<file path="src/rtl/pwrup_pkg.sv">
package pwrup_pkg;

  typedef enum logic [3:0] {
    ST_IDLE, ST_ISO, ST_IDDQ, ST_QUIET, ST_CORE, ST_BG, ST_LDO, ST_PWROK,
    ST_PLLEN, ST_UNISO, ST_UNIDDQ, ST_PLLREL, ST_POLL, ST_PULSE, ST_FIN
  } seq_st_e;

  typedef struct packed {
    logic iso;
    logic iddq;
    logic bg_en;
    logic pll_en;
    logic ldo_en;
    logic core_rdy;
    logic pwr_on;
    logic pwr_ok;
    logic pll_rst_n;
    logic phy_rst_n;
  } ctl_t;

  // step waits in microseconds
  localparam int unsigned US_ISO    = 10;
  localparam int unsigned US_IDDQ   = 10;
  localparam int unsigned US_QUIET  = 160;
  localparam int unsigned US_CORE   = 50;
  localparam int unsigned US_BG     = 200;
  localparam int unsigned US_LDO    = 10;
  localparam int unsigned US_PWROK  = 10;
  localparam int unsigned US_PLLEN  = 10;
  localparam int unsigned US_UNISO  = 10;
  localparam int unsigned US_UNIDDQ = 1;
  localparam int unsigned US_POLL   = 1;
  localparam int unsigned US_MAX    = 200;

  localparam ctl_t CTL_OFF = '{iso: 1'b1, default: 1'b0};

endpackage

</file>
<file path="src/rtl/sync2.sv">
module sync2 (
  input  logic clk,
  input  logic rst_n,
  input  logic d_i,
  output logic q_o
);
  logic meta_q;

  always_ff @(posedge clk or negedge rst_n) begin
    if (!rst_n) begin
      meta_q <= 1'b0;
      q_o    <= 1'b0;
    end else begin
      meta_q <= d_i;
      q_o    <= meta_q;
    end
  end
endmodule

</file>
<file path="src/rtl/step_timer.sv">
module step_timer #(
  parameter int unsigned CW = 10
) (
  input  logic          clk,
  input  logic          rst_n,
  input  logic          load_i,
  input  logic [CW-1:0] load_val_i,
  output logic          zero_o
);
  logic [CW-1:0] cnt_q, cnt_d;
  logic          cnt_en;

  assign cnt_en = load_i || (cnt_q != '0);

  always_comb begin
    if (load_i) cnt_d = load_val_i;
    else        cnt_d = cnt_q - 1'b1;
  end

  always_ff @(posedge clk or negedge rst_n) begin
    if (!rst_n)      cnt_q <= '0;
    else if (cnt_en) cnt_q <= cnt_d;
  end

  assign zero_o = (cnt_q == '0);
endmodule

</file>
<file path="src/rtl/phy_pwrup_seq.sv">
module phy_pwrup_seq
  import pwrup_pkg::*;
#(
  parameter int unsigned CYC_PER_US = 4,
  parameter int unsigned LOCK_TRIES = 5,
  parameter int unsigned PCTL_W     = 3,
  parameter logic [PCTL_W-1:0] PCTL_PWRUP = 3'b101,
  parameter logic [PCTL_W-1:0] PCTL_HIZ   = 3'b010
) (
  input  logic              clk,
  input  logic              rst_n,
  input  logic              start_i,
  input  logic              pll_lock_i,
  output logic              iso_o,
  output logic              iddq_o,
  output logic              bg_en_o,
  output logic              pll_en_o,
  output logic              ldo_en_o,
  output logic              core_rdy_o,
  output logic              pwr_on_o,
  output logic              pwr_ok_o,
  output logic              pll_rst_n_o,
  output logic              phy_rst_n_o,
  output logic [PCTL_W-1:0] pctl_o,
  output logic              busy_o,
  output logic              done_o,
  output logic              err_o
);
  localparam int unsigned CW = $clog2(US_MAX * CYC_PER_US);
  localparam int unsigned TW = (LOCK_TRIES > 1) ? $clog2(LOCK_TRIES) : 1;

  function automatic logic [CW-1:0] dly(input int unsigned us);
    return CW'(us * CYC_PER_US - 1);
  endfunction

  logic rst_q, lock_s, tmr_zero, ld;
  logic [CW-1:0] ld_val;

  seq_st_e st_q, st_d;
  ctl_t    ctl_q, ctl_d;
  logic [PCTL_W-1:0] pctl_q, pctl_d;
  logic [TW-1:0] tries_q, tries_d;
  logic done_q, done_d, err_q, err_d, retry_q, retry_d, miss_q, miss_d;

  sync2 u_rst_sync (.clk(clk), .rst_n(rst_n), .d_i(1'b1), .q_o(rst_q));
  sync2 u_lock_sync (.clk(clk), .rst_n(rst_q), .d_i(pll_lock_i), .q_o(lock_s));

  step_timer #(.CW(CW)) u_tmr (
    .clk(clk), .rst_n(rst_q), .load_i(ld), .load_val_i(ld_val), .zero_o(tmr_zero)
  );

  always_comb begin
    st_d = st_q; ctl_d = ctl_q; pctl_d = pctl_q; tries_d = tries_q;
    done_d = done_q; err_d = err_q; retry_d = retry_q; miss_d = miss_q;
    ld = 1'b0; ld_val = '0;
    case (st_q)
      ST_IDLE: if (start_i) begin
        st_d = ST_ISO; ctl_d = CTL_OFF; pctl_d = '0;
        done_d = 1'b0; err_d = 1'b0; retry_d = 1'b0; miss_d = 1'b0;
        ld = 1'b1; ld_val = dly(US_ISO);
      end
      ST_ISO: if (tmr_zero) begin
        st_d = ST_IDDQ; ctl_d.iddq = 1'b1; ld = 1'b1; ld_val = dly(US_IDDQ);
      end
      ST_IDDQ: if (tmr_zero) begin
        st_d = ST_QUIET;
        ctl_d.bg_en = 1'b0; ctl_d.pll_en = 1'b0;
        ctl_d.ldo_en = 1'b0; ctl_d.core_rdy = 1'b0;
        pctl_d = PCTL_PWRUP; ld = 1'b1; ld_val = dly(US_QUIET);
      end
      ST_QUIET: if (tmr_zero) begin
        st_d = ST_CORE; ctl_d.core_rdy = 1'b1; ld = 1'b1; ld_val = dly(US_CORE);
      end
      ST_CORE: if (tmr_zero) begin
        st_d = ST_BG; ctl_d.bg_en = 1'b1; ld = 1'b1; ld_val = dly(US_BG);
      end
      ST_BG: if (tmr_zero) begin
        st_d = ST_LDO; ctl_d.pwr_on = 1'b1; ctl_d.ldo_en = 1'b1;
        ld = 1'b1; ld_val = dly(US_LDO);
      end
      ST_LDO: if (tmr_zero) begin
        st_d = ST_PWROK; ctl_d.pwr_ok = 1'b1; ld = 1'b1; ld_val = dly(US_PWROK);
      end
      ST_PWROK: if (tmr_zero) begin
        st_d = ST_PLLEN; ctl_d.pll_en = 1'b1; ld = 1'b1; ld_val = dly(US_PLLEN);
      end
      ST_PLLEN: if (tmr_zero) begin
        st_d = ST_UNISO; ctl_d.iso = 1'b0; ld = 1'b1; ld_val = dly(US_UNISO);
      end
      ST_UNISO: if (tmr_zero) begin
        st_d = ST_UNIDDQ; ctl_d.iddq = 1'b0; ld = 1'b1; ld_val = dly(US_UNIDDQ);
      end
      ST_UNIDDQ: if (tmr_zero) begin
        st_d = ST_PLLREL; ctl_d.pll_rst_n = 1'b1;
      end
      ST_PLLREL: begin
        st_d = ST_POLL; ctl_d.phy_rst_n = 1'b1; tries_d = '0;
        ld = 1'b1; ld_val = dly(US_POLL);
      end
      ST_POLL: if (tmr_zero) begin
        if (lock_s) begin
          st_d = ST_FIN; pctl_d = PCTL_HIZ;
        end else if (tries_q == TW'(LOCK_TRIES - 1)) begin
          if (!retry_q) begin
            st_d = ST_PULSE; ctl_d.pll_rst_n = 1'b0; retry_d = 1'b1;
          end else begin
            st_d = ST_FIN; pctl_d = PCTL_HIZ; miss_d = 1'b1;
          end
        end else begin
          tries_d = tries_q + 1'b1; ld = 1'b1; ld_val = dly(US_POLL);
        end
      end
      ST_PULSE: begin
        st_d = ST_POLL; ctl_d.pll_rst_n = 1'b1; tries_d = '0;
        ld = 1'b1; ld_val = dly(US_POLL);
      end
      ST_FIN: begin
        st_d = ST_IDLE; done_d = 1'b1; err_d = miss_q;
      end
      default: st_d = ST_IDLE;
    endcase
  end

  always_ff @(posedge clk or negedge rst_q) begin
    if (!rst_q) begin
      st_q <= ST_IDLE; ctl_q <= CTL_OFF; pctl_q <= '0; tries_q <= '0;
      done_q <= 1'b0; err_q <= 1'b0; retry_q <= 1'b0; miss_q <= 1'b0;
    end else begin
      st_q <= st_d; ctl_q <= ctl_d; pctl_q <= pctl_d; tries_q <= tries_d;
      done_q <= done_d; err_q <= err_d; retry_q <= retry_d; miss_q <= miss_d;
    end
  end

  assign iso_o       = ctl_q.iso;
  assign iddq_o      = ctl_q.iddq;
  assign bg_en_o     = ctl_q.bg_en;
  assign pll_en_o    = ctl_q.pll_en;
  assign ldo_en_o    = ctl_q.ldo_en;
  assign core_rdy_o  = ctl_q.core_rdy;
  assign pwr_on_o    = ctl_q.pwr_on;
  assign pwr_ok_o    = ctl_q.pwr_ok;
  assign pll_rst_n_o = ctl_q.pll_rst_n;
  assign phy_rst_n_o = ctl_q.phy_rst_n;
  assign pctl_o      = pctl_q;
  assign busy_o      = (st_q != ST_IDLE);
  assign done_o      = done_q;
  assign err_o       = err_q;


  ldo_with_pwron_chk: assert property (@(posedge clk) disable iff (!rst_q)
    $rose(ldo_en_o) |-> $rose(pwr_on_o));

  iso_after_pll_chk: assert property (@(posedge clk) disable iff (!rst_q)
    $fell(iso_o) |-> pll_en_o);

  pll_rst_first_chk: assert property (@(posedge clk) disable iff (!rst_q)
    $rose(phy_rst_n_o) |-> $past(pll_rst_n_o));

  retry_pulse_chk: assert property (@(posedge clk) disable iff (!rst_q)
    ($fell(pll_rst_n_o) && phy_rst_n_o) |=> pll_rst_n_o);

  err_with_done_chk: assert property (@(posedge clk) disable iff (!rst_q)
    err_o |-> done_o);

  hiz_before_done_chk: assert property (@(posedge clk) disable iff (!rst_q)
    $rose(done_o) |-> ($past(pctl_o) == PCTL_HIZ));

  done_idle_chk: assert property (@(posedge clk) disable iff (!rst_q)
    done_o |-> !busy_o);
endmodule

</file>
<file path="config.mk">
export PLATFORM = sky130hd
export DESIGN_NAME = phy_pwrup_seq
export DESIGN_NICKNAME = d
export VERILOG_FILES = /design/src/rtl/pwrup_pkg.sv /design/src/rtl/sync2.sv /design/src/rtl/step_timer.sv /design/src/rtl/phy_pwrup_seq.sv
export SDC_FILE = /design/constraint.sdc
export NUM_CORES = 1
export LEC_CHECK = 0
export BUFFER_PORTS_ARGS = -buffer_cell sky130_fd_sc_hd__buf_2
export CORE_MARGIN = 10
export CORE_UTILIZATION = 50
export CTS_CLUSTER_DIAMETER = 50
export CTS_CLUSTER_SIZE = 40
export DETAILED_ROUTE_END_ITERATION = 16
export GPL_TIMING_DRIVEN = 0
export PLACE_DENSITY_LB_ADDON = 0.15
export SLEW_MARGIN = 20
export SYNTH_ARGS = -nofsm -noshare
export SYNTH_HDL_FRONTEND = slang
export SYNTH_HIERARCHICAL = 1
export SYNTH_SLANG_ARGS = --single-unit
</file>
<file path="constraint.sdc">
create_clock -name clk -period 1.45 [get_ports clk]
set_input_delay 0.2175 -clock clk [delete_from_list [all_inputs] [get_ports clk]]
set_output_delay 0.2175 -clock clk [all_outputs]
set_load 0.01 [all_outputs]
</file>
; ---- Word level (Yosys, flattened, before mapping)
; Index checks and enable logic that the tools add are counted.
[totals]
register_bits = 38
elab_cells = 170
out_inout_bits = 16
input_bits = 4
[op_classes]
n_mux = 74
n_eq_ne = 34
addsub = 2
n_reduce_logical = 38
[ops]
columns = op, n
row1 = $pmux 10 s8, 1
row2 = $mux 4, 15
row3 = $pmux 4 s13, 1
row4 = $mux 10, 4
row5 = $ne 2x2->1 const B, 17
row6 = $eq 4x4->1 const B, 7
row7 = $mux 3, 9
row8 = $reduce_and 4->1, 6
row9 = $mux 1, 19
row10 = $reduce_bool 3->1, 6
row11 = $eq 4x3->1 const B, 4
row12 = $pmux 1 s2, 8
row13 = $pmux 1 s3, 5
row14 = $reduce_bool 2->1, 7
row15 = $reduce_and 13->1, 1
row16 = $mux 6, 2
row17 = $reduce_and 6->1, 2
row18 = $logic_not 10->1, 1
row19 = $mux 2, 5
row20 = $reduce_bool 10->1, 1
row21 = $sub 10x1->10 const B, 1
row22 = $pmux 3 s3, 1
row23 = $reduce_and 3->1, 3
row24 = $reduce_or 9->1, 1
row25 = other kinds (16), 21

; ---- Depth between registers and ports, before layout
[logic_depth]
ltp_word = 6
depth_mapped = 13
ltp_nobuf = 10

; ---- By module
; The synthesis kept the hierarchy.
[by_module_without_submodules]
columns = module, cells_per_inst, area_per_inst_um2, instances, seq_area_each_um2
row1 = phy_pwrup_seq, 157, 1405.1, 1, 576.8
row2 = step_timer, 64, 606.8, 1, 250.2
row3 = sync2, 2, 50.0, 2, 50.0

; ---- Least setup slack after synthesis
; No wires, ideal clock.
[synth_path]
path_type = register to register
start = register u_tmr.cnt_q[3]
end = register u_tmr.cnt_q[9]
slack_ns = -0.985
path_stages_with_launch = 11
setup_ns = 0.133
arrival_time_ns = 2.302
path_buffers = 2
period_less_slack_ns = 2.435
path_cell_list = dfrtp_1 nor4_4 and4b_1 buf_6 nor3b_1 o21ai_0 nand4_1 inv_1 clkbuf_1 o21ai_0 o21ai_0
[synth_between]
elab_chain_len = 4
elab_cells_between_ends = 11
classes_between = add/sub: 1 / mux: 7 / reduce/logical: 3
[synth_lines]
columns = item, line
row1 = "start, declared", step_timer.sv:10  ; logic [CW-1:0] cnt_q, cnt_d;
row2 = "start signal, assigned", step_timer.sv:22  ; else if (cnt_en) cnt_q <= cnt_d;
row3 = $logic_not 10->1 (*), step_timer.sv:25  ; assign zero_o = (cnt_q == '0);
row4 = named net tmr_zero, phy_pwrup_seq.sv:36  ; logic rst_q, lock_s, tmr_zero, ld;
row5 = $mux 1 (on tied branches), --
row6 = $pmux 1 s4 (*), phy_pwrup_seq.sv:56  ; case (st_q)
row7 = named net ld, phy_pwrup_seq.sv:36
row8 = $mux 10 / $logic_or 1x1->1 (equally long branches), "step_timer.sv:16, step_timer.sv:13"
; The timed path passes the listed nets; every way through them passes the cells marked *.
; A chain may end at the register's enable or synchronous reset.

; ---- Worst setup path after layout
[layout_path]
start = register u_tmr.cnt_q[4]
end = register u_tmr.cnt_q[5]
[layout_between]
elab_chain_len = 4
elab_cells_between_ends = 11
classes_between = add/sub: 1 / mux: 7 / reduce/logical: 3
[layout_lines]
columns = item, line
row1 = $logic_not 10->1 (*), step_timer.sv:25
row2 = named net tmr_zero, phy_pwrup_seq.sv:36
row3 = $mux 6 / $mux 10 (equally long branches), --
row4 = $pmux 10 s8 (*), phy_pwrup_seq.sv:56
row5 = named net ld_val[5], phy_pwrup_seq.sv:37  ; logic [CW-1:0] ld_val;
row6 = $mux 10 (*), step_timer.sv:16  ; if (load_i) cnt_d = load_val_i;
; Marked as above.

==> out/metrics.cfg <==
[timing]
maxSlewViolCount = 0
setup_viol = 31
max_freq_ghz = 0.463
clock_skew_ps = 11.1
fin_crit_ps = 2160
relSlewSlack = 0.640
rsz0062_at_grt = true
setup_ws_ps = -708
hold_viol = 0
tightest_slew_ps = 535
min_period_over_period = 1.49

[clock_network]
clk_pin_slew_ps = 80
clockBufferDepth = 2
root_buffer = clkbuf_8
insertion_delay_ps = 290
cts_tree = built
cts_inserted_buffers = 5
clock_sinks = 37
htreeDepth = 2

[floorplan]
rows = 23
start_util = 0.521
core_region_area_um2 = 4060
die_w_um = 85.0
die_y_um = 85.0
boundaryPins = 20
die_area_um2 = 7220

[setup_path]
worst-path-buf-inv = 1
crit_cells = 8
cp_top_family = simple AND/OR/NAND/NOR gates
cp_data_required_time_ps = 1650
r2r-end = u_tmr/cnt_q[5]$_DFFE_PN0P_
crit_type = reg -> reg
r2r_cells = 8
critPathMaxStageDelay_ps = 430
r2r-start = u_tmr/cnt_q[4]$_DFFE_PN0P_
cp.arrival_ps = 2360
path_cells = nor4_4, and4b_2, buf_4, mux2i_1, o32a_1, o32ai_4, nor2_4, a211oi_2
crit_path_start_kind = register
crit_slowest_cell = dfrtp_2
cp-end-kind = register
cp_max_fo = 5
r2r_slack_ps = -710

[final_layout]
syn_to_final_growth_pct = 36.2
fin_area_um2 = 2880
drive_gt1_frac = 0.419
final_common_cell = dfrtp_1
finalNetCount = 283
diodes = 0
layout_common_cells = dfrtp_1 (31), buf_2 (21), buf_4 (21)
final_cells = 327

[worst_hold_path]
hp-class = in -> reg
holdCritStartpoint = pll_lock_i
hold_path_end = u_lock_sync/meta_q$_DFF_PN0_
holdPathStages = 1

[routing]
drtIter0Drc = 183
vias = 1928
dr.pass1.iters = 4
wire_per_inst_um = 17.7
vias_per_cell = 5.90
route.detailed.drc = 0
drt_wl_total_um = 5780
ant_nets = 0

[power]
p_per_area_nw_per_um2 = 700
peakVddDrop_v = 0.000502
p_leak_nw = 1.20

[grt]
grt_pass1_wl_um = 9290
grt-ovfl-total = 0
antenna_found_initial = 0
grt_start_max_net_pins = 21
grt_use_total = 0.154
grt_pass1_vias = 1914

[placement]
port-buffer-count = 19
gp_congestion = 0.907
dp.cells = 295
dp_hpwl_um = 3600
place_area_um2 = 2330
place_ws_ps = -1110

[synthesis]
yosys_warnings = 6
syn_area_um2 = 2110
synthArstFlopShare = 1.00
synth.distinct_cells = 52
ys.flop_type = dfrtp_1
syn_nets = 232
syn_area_per_cell_um2 = 9.39
synth_cells = 225
synth-edff-count = 0
synth_seq_cells = 37
yosysSeqAreaShare = 0.439

[outcome]
status = finished with violations
violations = setup timing

[run]
drv_cap = 0

cell usage after synthesis (2+ instances only):
master	instances	area, µm²
nor3b_1	3	22.5
xnor2_1	5	43.8
ha_1	3	37.5
mux2_2	2	22.5
buf_4	2	15.0
a21oi_1	11	55.1
buf_2	5	25.0
a21o_1	6	45.0
mux2i_1	8	80.1
nor3_2	2	20.0
o21ai_0	18	90.1
o21a_1	3	22.5
nor2b_1	2	12.5
o31ai_1	4	30.0
dfrtp_1	36	901
a31oi_1	5	31.3
a211oi_1	3	22.5
xor2_1	2	17.5
nand3_1	8	40.0
nand2b_1	5	31.3
nor3_1	5	25.0
nand4_1	3	18.8
nor2_1	19	71.3
buf_6	4	45.0
nand2_1	23	86.3
inv_1	11	41.3
and2_2	2	15.0
routing by layer:
metal  share of wire  up-vias  GRT usage
li1                -      900          -
met5               0        -          0
met4           0.013        0     0.0629
met2            0.50       63      0.245
met1            0.43      954      0.189
met3           0.056       11     0.0459
per-stage QoR:
| step | util | hold slack (ps) | TNS (ps) | total power, W |
|---|---|---|---|---|
| finish | 0.709 | 24.7 | -14760 | 0.00201 |
| detailed placement | 0.574 | 9.45 | -19080 | 0.00110 |
| global route | 0.709 | 20.2 | -17180 | 0.00209 |
| global placement | 0.566 | 1.94 | -22710 | 0.00109 |
| CTS | 0.665 | 19.8 | -14130 | 0.00203 |
| floorplan | - | -78.1 | -10900 | 0.00108 |
sequential cells by signal, indices dropped and copies added, names as in the netlist:
name	flops
u_lock_sync/q_o	1
u_lock_sync/meta_q	1
retry_q	1
pwr_on_o	1
core_rdy_o	1
bg_en_o	1
u_tmr/cnt_q	10
miss_q	1
st_q	4
done_o	1
phy_rst_n_o	1
tries_q	3
pll_en_o	1
iddq_o	1
iso_o	1
ldo_en_o	1
pll_rst_n_o	1
pwr_ok_o	1
u_rst_sync/q_o	1
u_rst_sync/meta_q	1
err_o	1
pctl_o	2
power breakdown:
group / leakage (nW) / switching, W / internal, W
Clock: 0.0585 / 0.000368 / 0.000561
Sequential: 0.417 / 0.0000121 / 0.00104
Combinational: 0.726 / 0.0000201 / 0.0000142
Total: 1.20 / 0.000401 / 0.00161
area by class of cell:
type / instances / area [µm²]
Timing Repair Buffer: 45 / 332
Inverter: 11 / 41.3
Clock inverter: 1 / 30.0
Buffer: 11 / 110
Fill cell: 289 / 1180
Clock buffer: 7 / 86.3
Tap cell: 50 / 62.6
Multi-Input combinational cell: 165 / 1280
Sequential cell: 37 / 933
logic make-up (layout without fill, tap and decap cells):
family                   count (synthesis)  after routing  synth area share
adder cells (fa/ha/maj)                  3              3            0.0178
XOR/XNOR                                 7              7            0.0290
buffers and inverters                   23             75            0.0616
multiplexers                            11             11            0.0557
AO/OA/AOI/OAI                           61             61             0.184
flip-flops                              37             37             0.439
AND/OR/NAND/NOR                         82             82             0.211
other                                    1              1           0.00178
worst max-delay path by stage:
| stage | start | endpoint | slack [ps] |
|---|---|---|---|
| floorplan | u_tmr/cnt_q[4]$_DFFE_PN0P_ | u_tmr/cnt_q[9]$_DFFE_PN0P_ | -740 |
| global placement | u_tmr/cnt_q[4]$_DFFE_PN0P_ | u_tmr/cnt_q[3]$_DFFE_PN0P_ | -1080 |
| detailed placement | u_tmr/cnt_q[4]$_DFFE_PN0P_ | u_tmr/cnt_q[5]$_DFFE_PN0P_ | -1110 |
| CTS | u_tmr/cnt_q[3]$_DFFE_PN0P_ | u_tmr/cnt_q[5]$_DFFE_PN0P_ | -670 |
| global route | u_tmr/cnt_q[4]$_DFFE_PN0P_ | u_tmr/cnt_q[5]$_DFFE_PN0P_ | -790 |
| finish | u_tmr/cnt_q[4]$_DFFE_PN0P_ | u_tmr/cnt_q[5]$_DFFE_PN0P_ | -710 |
repair_timing:
| action | 4_1_cts | 5_1_grt |
|---|---|---|
| hold buffers | 1 | 0 |
| resized for setup | 28 | 35 |
| gates cloned | 1 | 0 |
| pin swaps | 12 | 9 |
| endpoints found under the hold margin | 2 | 0 |
| setup buffers | 18 | 8 |
| setup endpoints to repair | 31 | 34 |
Power figures use the tool's default switching activity.
